**src/rtl/cmv_pkg.sv**
```systemverilog
package cmv_pkg;
   typedef enum logic [2:0] {
      ST_IDLE   = 3'd0,
      ST_LOAD_V = 3'd1,
      ST_MAC    = 3'd2,
      ST_EMIT   = 3'd3,
      ST_DONE   = 3'd4
   } cmv_state_t;

   function automatic int unsigned cmv_max(input int unsigned a, input int unsigned b);
      return (a > b) ? a : b;
   endfunction
endpackage

```
**src/rtl/cmv_vstore.sv**
```systemverilog
module cmv_vstore #(
   parameter int DEPTH = 4,
   parameter int W     = 16,
   parameter int IDX_W = 2
) (
   input  logic             clk,
   input  logic             rst_n,
   input  logic             we,
   input  logic [IDX_W-1:0] widx,
   input  logic [W-1:0]     wdata,
   input  logic [IDX_W-1:0] ridx,
   output logic [W-1:0]     rdata
);
   logic [DEPTH-1:0][W-1:0] cells;
   logic [DEPTH-1:0][W-1:0] masked;

   for (genvar i = 0; i < DEPTH; i++) begin : g_cell
      always_ff @(posedge clk or negedge rst_n) begin
         if (!rst_n) cells[i] <= '0;
         else if (we && (widx == IDX_W'(i))) cells[i] <= wdata;
      end
      assign masked[i] = (ridx == IDX_W'(i)) ? cells[i] : '0;
   end

   always_comb begin
      rdata = '0;
      for (int i = 0; i < DEPTH; i++) rdata = rdata | masked[i];
   end
endmodule

```
**src/rtl/cmv_mac.sv**
```systemverilog
module cmv_mac #(
   parameter int DATA_W = 16,
   parameter int ACC_W  = 34
) (
   input  logic                     clk,
   input  logic                     rst_n,
   input  logic                     clr,
   input  logic                     en,
   input  logic signed [DATA_W-1:0] a,
   input  logic signed [DATA_W-1:0] b,
   output logic signed [ACC_W-1:0]  acc
);
   localparam int PW = 2 * DATA_W;

   logic signed [PW-1:0] prod;
   assign prod = a * b;

   always_ff @(posedge clk or negedge rst_n) begin
      if (!rst_n)   acc <= '0;
      else if (clr) acc <= '0;
      else if (en)  acc <= acc + {{(ACC_W-PW){prod[PW-1]}}, prod};
   end

   assert_row_clear_R8: assert property (@(posedge clk) disable iff (!rst_n)
      clr |=> (acc == '0));
endmodule

```
**src/rtl/cmv_prio_sel.sv**
```systemverilog
module cmv_prio_sel #(
   parameter int N_IN = 2,
   parameter int W    = 8
) (
   input  logic                     clk,
   input  logic                     rst_n,
   input  logic [N_IN-1:0]          in_valid,
   input  logic [N_IN-1:0][W-1:0]   in_data,
   output logic                     out_valid,
   output logic [W-1:0]             out_data
);
   logic [N_IN-1:0]        grant;
   logic [N_IN-1:0][W-1:0] gated;

   always_comb begin
      logic taken;
      taken = 1'b0;
      grant = '0;
      for (int i = 0; i < N_IN; i++) begin
         if (in_valid[i] && !taken) begin
            grant[i] = 1'b1;
            taken    = 1'b1;
         end
      end
   end

   for (genvar i = 0; i < N_IN; i++) begin : g_gate
      assign gated[i] = grant[i] ? in_data[i] : '0;
   end

   always_comb begin
      out_data = '0;
      for (int i = 0; i < N_IN; i++) out_data = out_data | gated[i];
   end
   assign out_valid = |in_valid;

   assert_one_grant_R9: assert property (@(posedge clk) disable iff (!rst_n)
      out_valid |-> $onehot(grant));
   assert_p1_first_R9: assert property (@(posedge clk) disable iff (!rst_n)
      in_valid[0] |-> grant[0]);
endmodule

```
**src/rtl/cmv_unit.sv**
```systemverilog
module cmv_unit
   import cmv_pkg::*;
#(
   parameter int  M_ROWS = 4,
   parameter int  N_COLS = 4,
   parameter int  DATA_W = 16,
   localparam int ACC_W  = 2 * DATA_W + $clog2(N_COLS)
) (
   input  logic              clk,
   input  logic              rst_n,
   input  logic              vec_valid,
   output logic              vec_ready,
   input  logic [DATA_W-1:0] vec_data,
   input  logic              vec_cond,
   input  logic              mat_valid,
   output logic              mat_ready,
   input  logic [DATA_W-1:0] mat_data,
   output logic              out_valid,
   input  logic              out_ready,
   output logic [ACC_W-1:0]  out_data,
   output logic              out_last
);
   localparam int MAXD  = int'(cmv_max(M_ROWS, N_COLS));
   localparam int IDX_W = $clog2(MAXD);
   localparam int CNT_W = IDX_W + 1;
   localparam int TOK_W = ACC_W + 1;

   if (M_ROWS < 2 || N_COLS < 2) begin : g_bad_shape
      $error("cmv_unit: M_ROWS and N_COLS must be at least 2");
   end
   if (DATA_W < 2) begin : g_bad_width
      $error("cmv_unit: DATA_W must be at least 2");
   end

   cmv_state_t       state;
   logic             cond_q;
   logic [IDX_W-1:0] col;
   logic [IDX_W-1:0] row;
   logic [CNT_W-1:0] out_cnt;

   logic vec_fire, mat_fire, out_fire;
   logic col_end, prod_end, byp_end;
   assign vec_fire = vec_valid && vec_ready;
   assign mat_fire = mat_valid && mat_ready;
   assign out_fire = out_valid && out_ready;
   assign col_end  = (col == IDX_W'(N_COLS - 1));
   assign prod_end = (row == IDX_W'(M_ROWS - 1));
   assign byp_end  = (row == IDX_W'(N_COLS - 1));

   assign vec_ready = (state == ST_IDLE) || (state == ST_LOAD_V);
   assign mat_ready = (state == ST_MAC);

   // diffusion: one stored copy of V, reread for every row
   logic [IDX_W-1:0]  rd_idx;
   logic [DATA_W-1:0] v_elem;
   assign rd_idx = (state == ST_MAC) ? col : row;

   cmv_vstore #(.DEPTH(N_COLS), .W(DATA_W), .IDX_W(IDX_W)) u_vstore (
      .clk   (clk),
      .rst_n (rst_n),
      .we    (vec_fire),
      .widx  ((state == ST_IDLE) ? '0 : col),
      .wdata (vec_data),
      .ridx  (rd_idx),
      .rdata (v_elem)
   );

   // iterate: partial sum carried across columns, cleared per row
   logic signed [ACC_W-1:0] acc;
   cmv_mac #(.DATA_W(DATA_W), .ACC_W(ACC_W)) u_mac (
      .clk   (clk),
      .rst_n (rst_n),
      .clr   (out_fire || (state == ST_IDLE)),
      .en    (mat_fire),
      .a     (mat_data),
      .b     (v_elem),
      .acc   (acc)
   );

   // conditioned branches: each fires only when its data and condition hold
   logic [1:0]              br_valid;
   logic [1:0][TOK_W-1:0]   br_tok;
   logic [TOK_W-1:0]        sel_tok;
   assign br_valid[0] = (state == ST_EMIT) && cond_q;
   assign br_valid[1] = (state == ST_EMIT) && !cond_q;
   assign br_tok[0]   = {prod_end, acc};
   assign br_tok[1]   = {byp_end, {{(ACC_W-DATA_W){v_elem[DATA_W-1]}}, v_elem}};

   cmv_prio_sel #(.N_IN(2), .W(TOK_W)) u_select (
      .clk       (clk),
      .rst_n     (rst_n),
      .in_valid  (br_valid),
      .in_data   (br_tok),
      .out_valid (out_valid),
      .out_data  (sel_tok)
   );
   assign out_last = sel_tok[TOK_W-1];
   assign out_data = sel_tok[ACC_W-1:0];

   always_ff @(posedge clk or negedge rst_n) begin
      if (!rst_n) begin
         state   <= ST_IDLE;
         cond_q  <= 1'b0;
         col     <= '0;
         row     <= '0;
         out_cnt <= '0;
      end else begin
         if (out_fire) out_cnt <= out_cnt + 1'b1;
         unique case (state)
            ST_IDLE: if (vec_fire) begin
               cond_q <= vec_cond;
               col    <= IDX_W'(1);
               row    <= '0;
               state  <= ST_LOAD_V;
            end
            ST_LOAD_V: if (vec_fire) begin
               if (col_end) begin
                  col   <= '0;
                  state <= cond_q ? ST_MAC : ST_EMIT;
               end else begin
                  col <= col + 1'b1;
               end
            end
            ST_MAC: if (mat_fire) begin
               if (col_end) begin
                  col   <= '0;
                  state <= ST_EMIT;
               end else begin
                  col <= col + 1'b1;
               end
            end
            ST_EMIT: if (out_fire) begin
               if (out_last) begin
                  state <= ST_DONE;
               end else begin
                  row   <= row + 1'b1;
                  state <= cond_q ? ST_MAC : ST_EMIT;
               end
            end
            ST_DONE: begin
               out_cnt <= '0;
               row     <= '0;
               state   <= ST_IDLE;
            end
            default: state <= ST_IDLE;
         endcase
      end
   end

   assert_stall_hold_R7: assert property (@(posedge clk) disable iff (!rst_n)
      (out_valid && !out_ready) |=> (out_valid && $stable(out_data) && $stable(out_last)));
   assert_mat_closed_R5: assert property (@(posedge clk) disable iff (!rst_n)
      mat_ready |-> cond_q);
   assert_last_place_R4: assert property (@(posedge clk) disable iff (!rst_n)
      (out_valid && out_last) |-> (out_cnt == (cond_q ? CNT_W'(M_ROWS - 1) : CNT_W'(N_COLS - 1))));
   assert_busy_excl_R10: assert property (@(posedge clk) disable iff (!rst_n)
      out_valid |-> !vec_ready);
endmodule

```
**config.mk**
```make
export PLATFORM = sky130hd
export DESIGN_NAME = cmv_unit
export DESIGN_NICKNAME = d
export VERILOG_FILES = /design/src/rtl/cmv_pkg.sv /design/src/rtl/cmv_vstore.sv /design/src/rtl/cmv_mac.sv /design/src/rtl/cmv_prio_sel.sv /design/src/rtl/cmv_unit.sv
export SDC_FILE = /design/constraint.sdc
export NUM_CORES = 1
export LEC_CHECK = 0
export ABC_AREA = 1
export ABC_CLOCK_PERIOD_IN_PS = 8800
export CORE_ASPECT_RATIO = 1.4
export CORE_MARGIN = 10
export CORE_UTILIZATION = 65
export CTS_BUF_LIST = sky130_fd_sc_hd__clkbuf_2 sky130_fd_sc_hd__clkbuf_4 sky130_fd_sc_hd__clkbuf_8
export DETAILED_ROUTE_END_ITERATION = 6
export GPL_TIMING_DRIVEN = 0
export PLACE_DENSITY = 0.85
export SYNTH_ARGS = -nofsm -noshare
export SYNTH_HDL_FRONTEND = slang
export SYNTH_SLANG_ARGS = --single-unit
```
**constraint.sdc**
```tcl
create_clock -name clk -period 8.8 [get_ports clk]
set_input_delay 0.88 -clock clk [delete_from_list [all_inputs] [get_ports clk]]
set_output_delay 0.88 -clock clk [all_outputs]
set_load 0.05 [all_outputs]
```
### Word level (Yosys, flattened, before mapping)

Cells that the tools add are included.

| storage, ports and cells | value |
|---|---|
| flip-flop bits (word level) | 106 |
| input bits | 38 |

| cells by class | value |
|---|---|
| add/subtract/negate cells | 3 |
| $mul | 1 |
| equality and inequality tests | 19 |
| multiplexer cells | 30 |
| bitwise operators | 4 |
| reductions and logical operators | 25 |

Operators with widths:

| cell | number |
|---|---|
| $mux 35 | 2 |
| $mux 34 | 2 |
| $mux 16 | 4 |
| $or 16x16->16 | 3 |
| $or 35x35->35 | 1 |
| $add 34x34->34 | 1 |
| $mul 16x16->32 | 1 |
| $mux 3 | 7 |
| $mux 2 | 9 |
| $eq 2x2->1 const B | 6 |
| $pmux 2 s3 | 2 |
| $pmux 3 s4 | 1 |
| $logic_and 1x1->1 | 10 |
| $ne 2x1->1 const B | 4 |
| $reduce_and 4->1 | 2 |
| $eq 3x2->1 const B | 2 |
| $ne 2x2->1 const B | 3 |
| $reduce_and 6->1 | 1 |
| $reduce_bool 3->1 | 2 |
| $add 2x1->2 const B | 2 |
| $eq 2x1->1 const B | 2 |
| $logic_not 2->1 | 2 |
| $eq 3x1->1 const B | 1 |
| $eq 3x3->1 const B | 1 |
| 7 further kinds | 11 |

### Longest topological paths before layout

Gate-level depths: netlist (run 1).

| logic depth | value |
|---|---|
| word-level depth | 12 |
| mapped depth | 52 |
| depth with buffers taken out | 51 |

### Cells and area by module

From an unflattened synthesis (run 1), not the netlist that was laid out.

| unflattened totals | value |
|---|---|
| cell total of the unflattened synthesis | 2,501 |
| area total of the unflattened synthesis | 18,412.7 sq um |

By module, submodules not included:

| module | instances | cells an instance | area each (sq um) | sequential area each (sq um) |
|---|---|---|---|---|
| cmv_mac | 1 | 1,906 | 13,855.8 | 850.8 |
| cmv_vstore | 1 | 385 | 3,196.8 | 1,601.5 |
| cmv_prio_sel | 1 | 118 | 744.5 | 0.0 |
| cmv_unit | 1 | 92 | 615.6 | 200.2 |

### Least setup slack after synthesis (run 1)

Ideal clock, no wire load.

| timing path | value |
|---|---|
| path kind | register to register |
| from | register state[2] |
| to | register u_mac.acc[33] |
| setup time | 118 ps |
| arrival time | 7,346 ps |
| path slack | 1,336 ps |
| cell stages (with the launch flop) | 43 |
| clock period less this slack | 7,464 ps |
| path through | dfrtp_1 > nor2_4 > nand2_4 > nand2_1 > o21ai_4 > inv_2 > nand2_4 > buf_6 > o22ai_1 > nor2_4 > inv_2 > buf_6 > nand2_1 > fa_1 > inv_1 > fa_1 > inv_1 > fa_1 > (+7 left out) > a21o_1 > nor2_1 > nand3_1 > a21oi_1 > o21ai_0 > xor2_1 > ha_1 > nand2_1 > nor2_1 > nand2_1 > nor2_1 > nand3_1 > nand3_1 > nand2_1 > nand2_1 > nand2_1 > nand3_1 > nand2_1 |

| between the ends | value |
|---|---|
| word-level cells in the longest chain between the ends | 11 |
| elaborated cells on any way between the ends | 26 |
| classes of those cells | 1 x add/sub; 1 x mul; 5 x eq/ne; 7 x mux; 3 x bitwise; 9 x reduce/logical |

Ends and longest elaborated chain:

| what | line | source |
|---|---|---|
| start: declaration | cmv_unit.sv:35 | `cmv_state_t state;` |
| start signal: assignment | cmv_unit.sv:119 | `state <= cond_q ? ST_MAC : ST_EMIT;` |
| start signal: assignment | cmv_unit.sv:137 | `state <= cond_q ? ST_MAC : ST_EMIT;` |
| $eq 3x2->1 | cmv_unit.sv:51, cmv_unit.sv:56 |  |
| $mux 2 | cmv_unit.sv:56 | `assign rd_idx = (state == ST_MAC) ? col : row;` |
| $eq 2x1->1 / $logic_not 2->1 (equally long branches) | cmv_vstore.sv:22 | `assign masked[i] = (ridx == IDX_W'(i)) ? cells[i] : '0;` |
| $mux 16 | cmv_vstore.sv:22 |  |
| $or 16x16->16 (3 in series) | cmv_vstore.sv:27 | `for (int i = 0; i < DEPTH; i++) rdata = rdata \| masked[i];` |
| $mul 16x16->32 | cmv_mac.sv:16 | `assign prod = a * b;` |
| $add 34x34->34 | cmv_mac.sv:21 | `else if (en) acc <= acc + {{(ACC_W-PW){prod[PW-1]}}, prod};` |
| $mux 34 | cmv_mac.sv:21 |  |
| $mux 34 | cmv_mac.sv:20 | `else if (clr) acc <= '0;` |
| end signal: assignment | cmv_mac.sv:21 |  |
| end: declaration | cmv_mac.sv:11 | `output logic signed [ACC_W-1:0] acc` |

Several ways; a longest one is shown, not always the timed one. The select of a mux whose other input is x is not followed.
A chain may end at the register's enable or synchronous reset.

### Final worst setup path (run 1)

Ends and elaborated chain as after synthesis.

==> results of run 1 <==
[through the flow]
stage,hold WS [ns],std cells,TNS [ns]
2_1_floorplan,0.454,2248,0
3_3_place_gp,0.477,2640,-0.0705
3_5_place_dp,0.497,2641,-0.136
4_1_cts,0.520,2658,0
5_1_grt,0.537,2683,-0.235
6_report,0.513,2683,0
[synth_stat cells (all sizes together)]
library cell,instances,area share
o211a,1,0.00058
ha,118,0.086
o21bai,11,0.0048
or2,3,0.0011
a31oi,5,0.0018
o211ai,3,0.0013
a21boi,2,0.00087
clkinv,3,0.00065
inv,520,0.11
dfrtp,106,0.15
clkbuf,26,0.0057
o22ai,43,0.017
and3,1,0.00036
a21oi,97,0.028
nor4,5,0.0018
nand3,66,0.019
xnor2,8,0.0041
a211oi,2,0.00087
nand4,9,0.0033
a21o,9,0.0039
a22oi,1,0.00044
o21a,2,0.00087
o21ai,116,0.035
o221ai,1,0.00051
nand2b,1,0.00036
xor2,20,0.010
nor2,260,0.062
mux2,20,0.013
nand2,481,0.11
fa,263,0.31
buf,26,0.0093
nor3,15,0.0044
nand3b,4,0.0017
[logic make-up after synthesis]
logic type | after synthesis
fa+ha+maj | 381
compound gates | 293
simple gates | 845
flops | 106
buf+inv | 575
xor+xnor | 28
mux | 20
[area by class of cell]
class                   count  area share
multi-input cells        1567       0.664
flip-flops and latches    106       0.139
inverters                 523       0.104
repair buffers             97      0.0480
well taps                 324      0.0212
plain buffers              51      0.0144
clock buffers               9     0.00649
clock inverters             6     0.00321
[worst paths after layout]
kind | startpoint | endpoint | slack (ns) | cells past startpoint
max in group asynchronous | rst_n | u_mac.acc[31]$_DFFE_PN0P_ | 7.55 | 2
max reg2reg | state[2]$_DFFE_PN0P_ | u_mac.acc[33]$_DFFE_PN0P_ | 0.17 | 40
min reg2reg | u_vstore.cells[52]$_DFFE_PN0P_ | u_vstore.cells[52]$_DFFE_PN0P_ | 0.52 | 1
min in group clk | u_vstore.cells[52]$_DFFE_PN0P_ | u_vstore.cells[52]$_DFFE_PN0P_ | 0.52 | 1
max | state[2]$_DFFE_PN0P_ | u_mac.acc[33]$_DFFE_PN0P_ | 0.17 | 40
min | rst_n | u_vstore.cells[5]$_DFFE_PN0P_ | 0.51 | 1
[state kept, by name, summed over array words and instances, names as in the netlist]
signal	cells
col	2
cond_q	1
row	2
state	3
u_mac.acc	34
u_vstore.cells	64
[timing repair]
action | in CTS | in global routing
resized for setup | 7 | 89
setup endpoints to repair | 6 | 20
pin swaps | 1 | 16
buffers inserted | 2 | 26
[metal layers]
| metal | GRT usage | vias up |
|---|---|---|
| met3 | 0.0382 | 210 |
| met2 | 0.552 | 766 |
| met5 | 0 | - |
| met4 | 0.198 | 0 |
| met1 | 0.372 | 7519 |
| li1 | - | 7040 |
==> metrics, run 1 <==
Fill cells=2,063; DRC violations left=0; multiplexer share of the synthesized area=0.0131; Final Max Slew Viols=0; syn nets=2,667; clk root buf=clkbuf_8; DRT met1 WL=18,900 um; die area=0.0335 mm2; Die H=213 um; global-route wire length before repair=83,400 um; multi-input logic area=0.0127 mm2; CP max-delay cell=fa_2; gp weighted congestion=0.992; Rows=70; initial DRC count=1,189; main combinational cell family by area after synthesis=adder cells; clk sink count=106; Avg Vias per Cell=5.79; Post-Syn Area=0.0172 mm2; Worst setup EP type=register; via count=15,500; Synth Area in Compound Gates=0.0962; Mapped Cells=2,248; number of CTS-inserted buffers=9; post-synthesis simple-gate area fraction=0.202; CP delay by family, top=adder cells; Starting Density=0.659; most frequent cells in the layout=inv_1 (499), nand2_1 (472), fa_1 (261); Yosys cell types=46; Routed WL per cell=19.6 um; largest buffer count on any clock path=2; Final ANT Viol Nets=0; PortBufs=68; NumNets Final=2,774; IO Pins=76; routed wl met3=3580 um; vias in the first global route=16,200; register cell area after layout=0.00266 mm2; CTS Hold Bufs=0; clock transition at the registers of the reported paths=0.12 ns; adder-cell share of the synthesized area=0.392; crit path max fanout=10; Placed Area=0.0183 mm2; CP Data Required Time=9.09 ns; met2 WL=26,400 um; syn_area_per_cell=7.66 um2; DIE WIDTH=158 um; H-tree levels=3; Core Util, Final=0.731; post-route design area=0.0191 mm2; CP most frequent cell=nand2_1; pre-CTS setup slack=-0.136 ns; Clk Latency, worst-skew pair=0.40 ns; gr usage total=0.321; Period minus WS final=8.63 ns; endpoints failing hold=0; most common cell after layout, fill and taps aside=inv_1; Core ar.=0.0261 mm2; Worst slew margin=0.370; final setup violation count=0; Slew @ Worst Pin=0.937 ns; Critical Path AT=8.93 ns; Routed WL=52,500 um; Hold WC Path Type=in2async; total congestion overflow=0; Seq/Total Area, Yosys=0.154; pin count of the biggest net entering global routing=57; yosys warns=0; fmax=116 MHz; Syn-to-layout area delta=10.9%; DR top layer=met4; Ant. Diodes=0; initial antenna violation count=0; Worst Skew=0.0224 ns; post-route clock period utilization=0.981; biggest cell delay along the critical path=0.61 ns; final setup margin=0.165 ns; crit path kind=reg2reg; Buf/Inv on CP=8; Startpoint Class=register; max_cap viols=0; Post-Synth XOR/XNOR Area=0.0142; drt pass-1 iters=6; Detail Placement HPWL=43,300 um; CTS tree=built; flops & latches, synth=106; status=complete, no violations; RSZ-0062 raised after global routing=yes; share of layout cells above drive strength 1=0.0856
Power of run 1 is not shown: default switching activity piles up to over one toggle a cycle in this logic, so the estimate is an artifact.
==> inputs of run 2 (changes only) <==
ABC_AREA = unset   (was 1)
CORE_UTILIZATION = 64   (was 65)
PLACE_DENSITY = 0.84   (was 0.85)
SETUP_SLACK_MARGIN = 0.1   (was unset)
==> run 2 against run 1 <==
Effect of this change:
- the run now ends with design-rule violations, negative setup slack left
- critical path depth is the same
- setup slack got worse by 0.72 ns
- synthesized cell count shrank 25%
- via count fell by 13%
- sequential cell count unchanged
- sequential share of layout area down 0.16 points
- global-route usage shrank 4.1 points
- synthesized area decreased by 5.8%
- clock-buffer cell count up 2
- critical endpoint unchanged
==> metrics, run 2 <==
syn_area_per_cell=9.55 um2; Syn-to-layout area delta=19.1%; drt pass-1 iters=7; failing checks=design-rule violations, negative setup slack; endpoints failing hold=0; biggest cell delay along the critical path=0.54 ns; Slew @ Worst Pin=0.856 ns; Die H=208 um; Period minus WS final=9.35 ns; Yosys cell types=66; share of layout cells above drive strength 1=0.167; Final ANT Viol Nets=0; Post-synth EDFFs=0; CP most frequent cell=fa_1; RSZ-0062 raised after global routing=yes; max FFs per register=64; clock transition at the registers of the reported paths=0.10 ns; cell taking the most area after synthesis=fa_1; Seq/Total Area, Yosys=0.164; multi-input logic area=0.0129 mm2; Worst Skew=0.0123 ns; DRC violations left=3; Synth area leaders=fa_1 (32%), dfrtp_1 (16%), ha_1 (9.1%); NumNets Final=2,304; Rows=68; flops & latches, synth=106; Mapped Cells=1,697; Worst setup EP type=register; Ant. Diodes=0; Fill cells=1,468; Clk Latency, worst-skew pair=0.38 ns; clk sink count=106; top_reg_cell synth=dfrtp_1; largest registers=u_vstore.cells: 64 flops, u_mac.acc: 34 flops, state: 3 flops; Routed WL=49,600 um; H-tree levels=3; die area=0.0322 mm2; max_cap viols=0; most common cell after layout, fill and taps aside=inv_1; Starting Density=0.652; largest buffer count on any clock path=2; Synth async-reset ratio=1.00; final setup violation count=13; gr usage total=0.280; CTS Hold Bufs=0; status=finished with violations; Top reg by flops=u_vstore.cells; post-route clock period utilization=1.06; Worst slew margin=0.429; DIE WIDTH=155 um; Detail Placement HPWL=33,800 um; vias in the first global route=14,000; IO Pins=76; Critical Path AT=9.62 ns; yosys warns=0; Core ar.=0.0248 mm2; most frequent cells in the layout=inv_1 (294), fa_1 (255), nand2_1 (221); number of CTS-inserted buffers=9; global-route wire length before repair=72,600 um; R2R setup slack=-0.55 ns; register cell area after layout=0.00265 mm2; synth cell count leaders=inv_1 (308), fa_1 (263), nand2_1 (225), and2_1 (118), ha_1 (118); final setup margin=-0.550 ns; setup_tns=-4.54 ns; crit path kind=reg2reg; Routed WL per cell=22.5 um; crit path max fanout=10; Hold WC Path Type=in2async; Core Util, Final=0.777; via count=13,500; total congestion overflow=0; gp weighted congestion=0.978; Post-Syn Area=0.0162 mm2; top-count cell post-synth=inv_1; initial antenna violation count=1; syn nets=2,116; pin count of the biggest net entering global routing=73; initial DRC count=1,191; Startpoint Class=register; CTS tree=built; CP max-delay cell=fa_1; top cell type's share of synthesized area=0.325; PortBufs=75; Avg Vias per Cell=6.14; CP Data Required Time=9.07 ns; fmax=107 MHz; clk root buf=clkbuf_8; Final Max Slew Viols=0
-- run 2: changes by cell type in the layout (fill, tap and decap cells not counted), sizes merged, moves of 62 or more --
cell,before,now
inv,522,313
and2,0,118
buf,55,117
o21ai,116,47
nor2,260,60
nand2,481,225
-- run 2: through the flow --
step	std cells	worst slack (ns)	area, um2	hold slack, ns
final	2205	-0.550	19300	0.457
after global routing	2205	-0.775	19300	0.478
after CTS	2158	-0.313	18500	0.462
after detailed placement	2088	-1.44	17500	0.480
after global placement	2087	-1.35	17500	0.468
after floorplan	1697	-0.300	16300	0.459
-- run 2: cell families after synthesis --
kind of cell             count (synthesis)  share of synthesized area
AND/OR/NAND/NOR                        475                      0.139
adder cells (fa/ha/maj)                381                      0.416
multiplexers                            98                     0.0773
XOR/XNOR                                63                     0.0340
AO/OA/AOI/OAI                          202                     0.0831
buffers and inverters                  372                     0.0871
flip-flops                             106                      0.164
-- run 2: what timing repair did --
action                                  CTS  global route
endpoints found under the setup margin   19            18
gates resized for setup                  80            98
gates cloned                              0             1
buffers inserted                         54            47
pin swaps                                47            80
-- run 2: layout make-up --
type	count	share of cell area
well taps	315	0.0204
clock inverters	5	0.00324
flip-flops and latches	106	0.137
clock buffers	11	0.00719
inverters	313	0.0613
plain buffers	59	0.0170
multi-input cells	1219	0.666
repair buffers	177	0.0870
-- run 2: critical path, delay by kind of cell (launching register included) --
family	cells	cell delay (ns)
adders and majority gates	8	3.65
xor gates and xnor gates	2	0.29
AOI/OAI and AO/OA	12	2.19
DFF	1	0.47
and+or+nand+nor	7	0.85
buffers and inverters	9	1.33
muxes	2	0.44
-- run 2: routing by layer --
metal / GRT usage / vias up / part of all wire
met5: 0 / - / 0
met4: 0.145 / 0 / 0.074
met3: 0.0458 / 269 / 0.086
met2: 0.483 / 795 / 0.50
met1: 0.326 / 6736 / 0.34
li1: - / 5746 / -
-- run 2: final timing paths --
path	startpoint	endpoint	cells past startpoint
max in group asynchronous	rst_n	state[0]$_DFFE_PN0P_	2
setup reg to reg	state[0]$_DFFE_PN0P_	u_mac.acc[33]$_DFFE_PN0P_	40
hold / removal	rst_n	u_vstore.cells[27]$_DFFE_PN0P_	1
hold reg to reg	u_vstore.cells[42]$_DFFE_PN0P_	u_vstore.cells[42]$_DFFE_PN0P_	1
min in group clk	u_vstore.cells[42]$_DFFE_PN0P_	u_vstore.cells[42]$_DFFE_PN0P_	1
setup / recovery	state[0]$_DFFE_PN0P_	u_mac.acc[33]$_DFFE_PN0P_	40
Power of run 2 is left out for the same reason.
==> inputs of run 3 (changes only) <==
ABC_CLOCK_PERIOD_IN_PS = unset   (was 8800)
==> results of run 3 <==
No change in the layout: final DEF, timing and power equal those of run 2.
Power of run 3 is left out for the same reason.
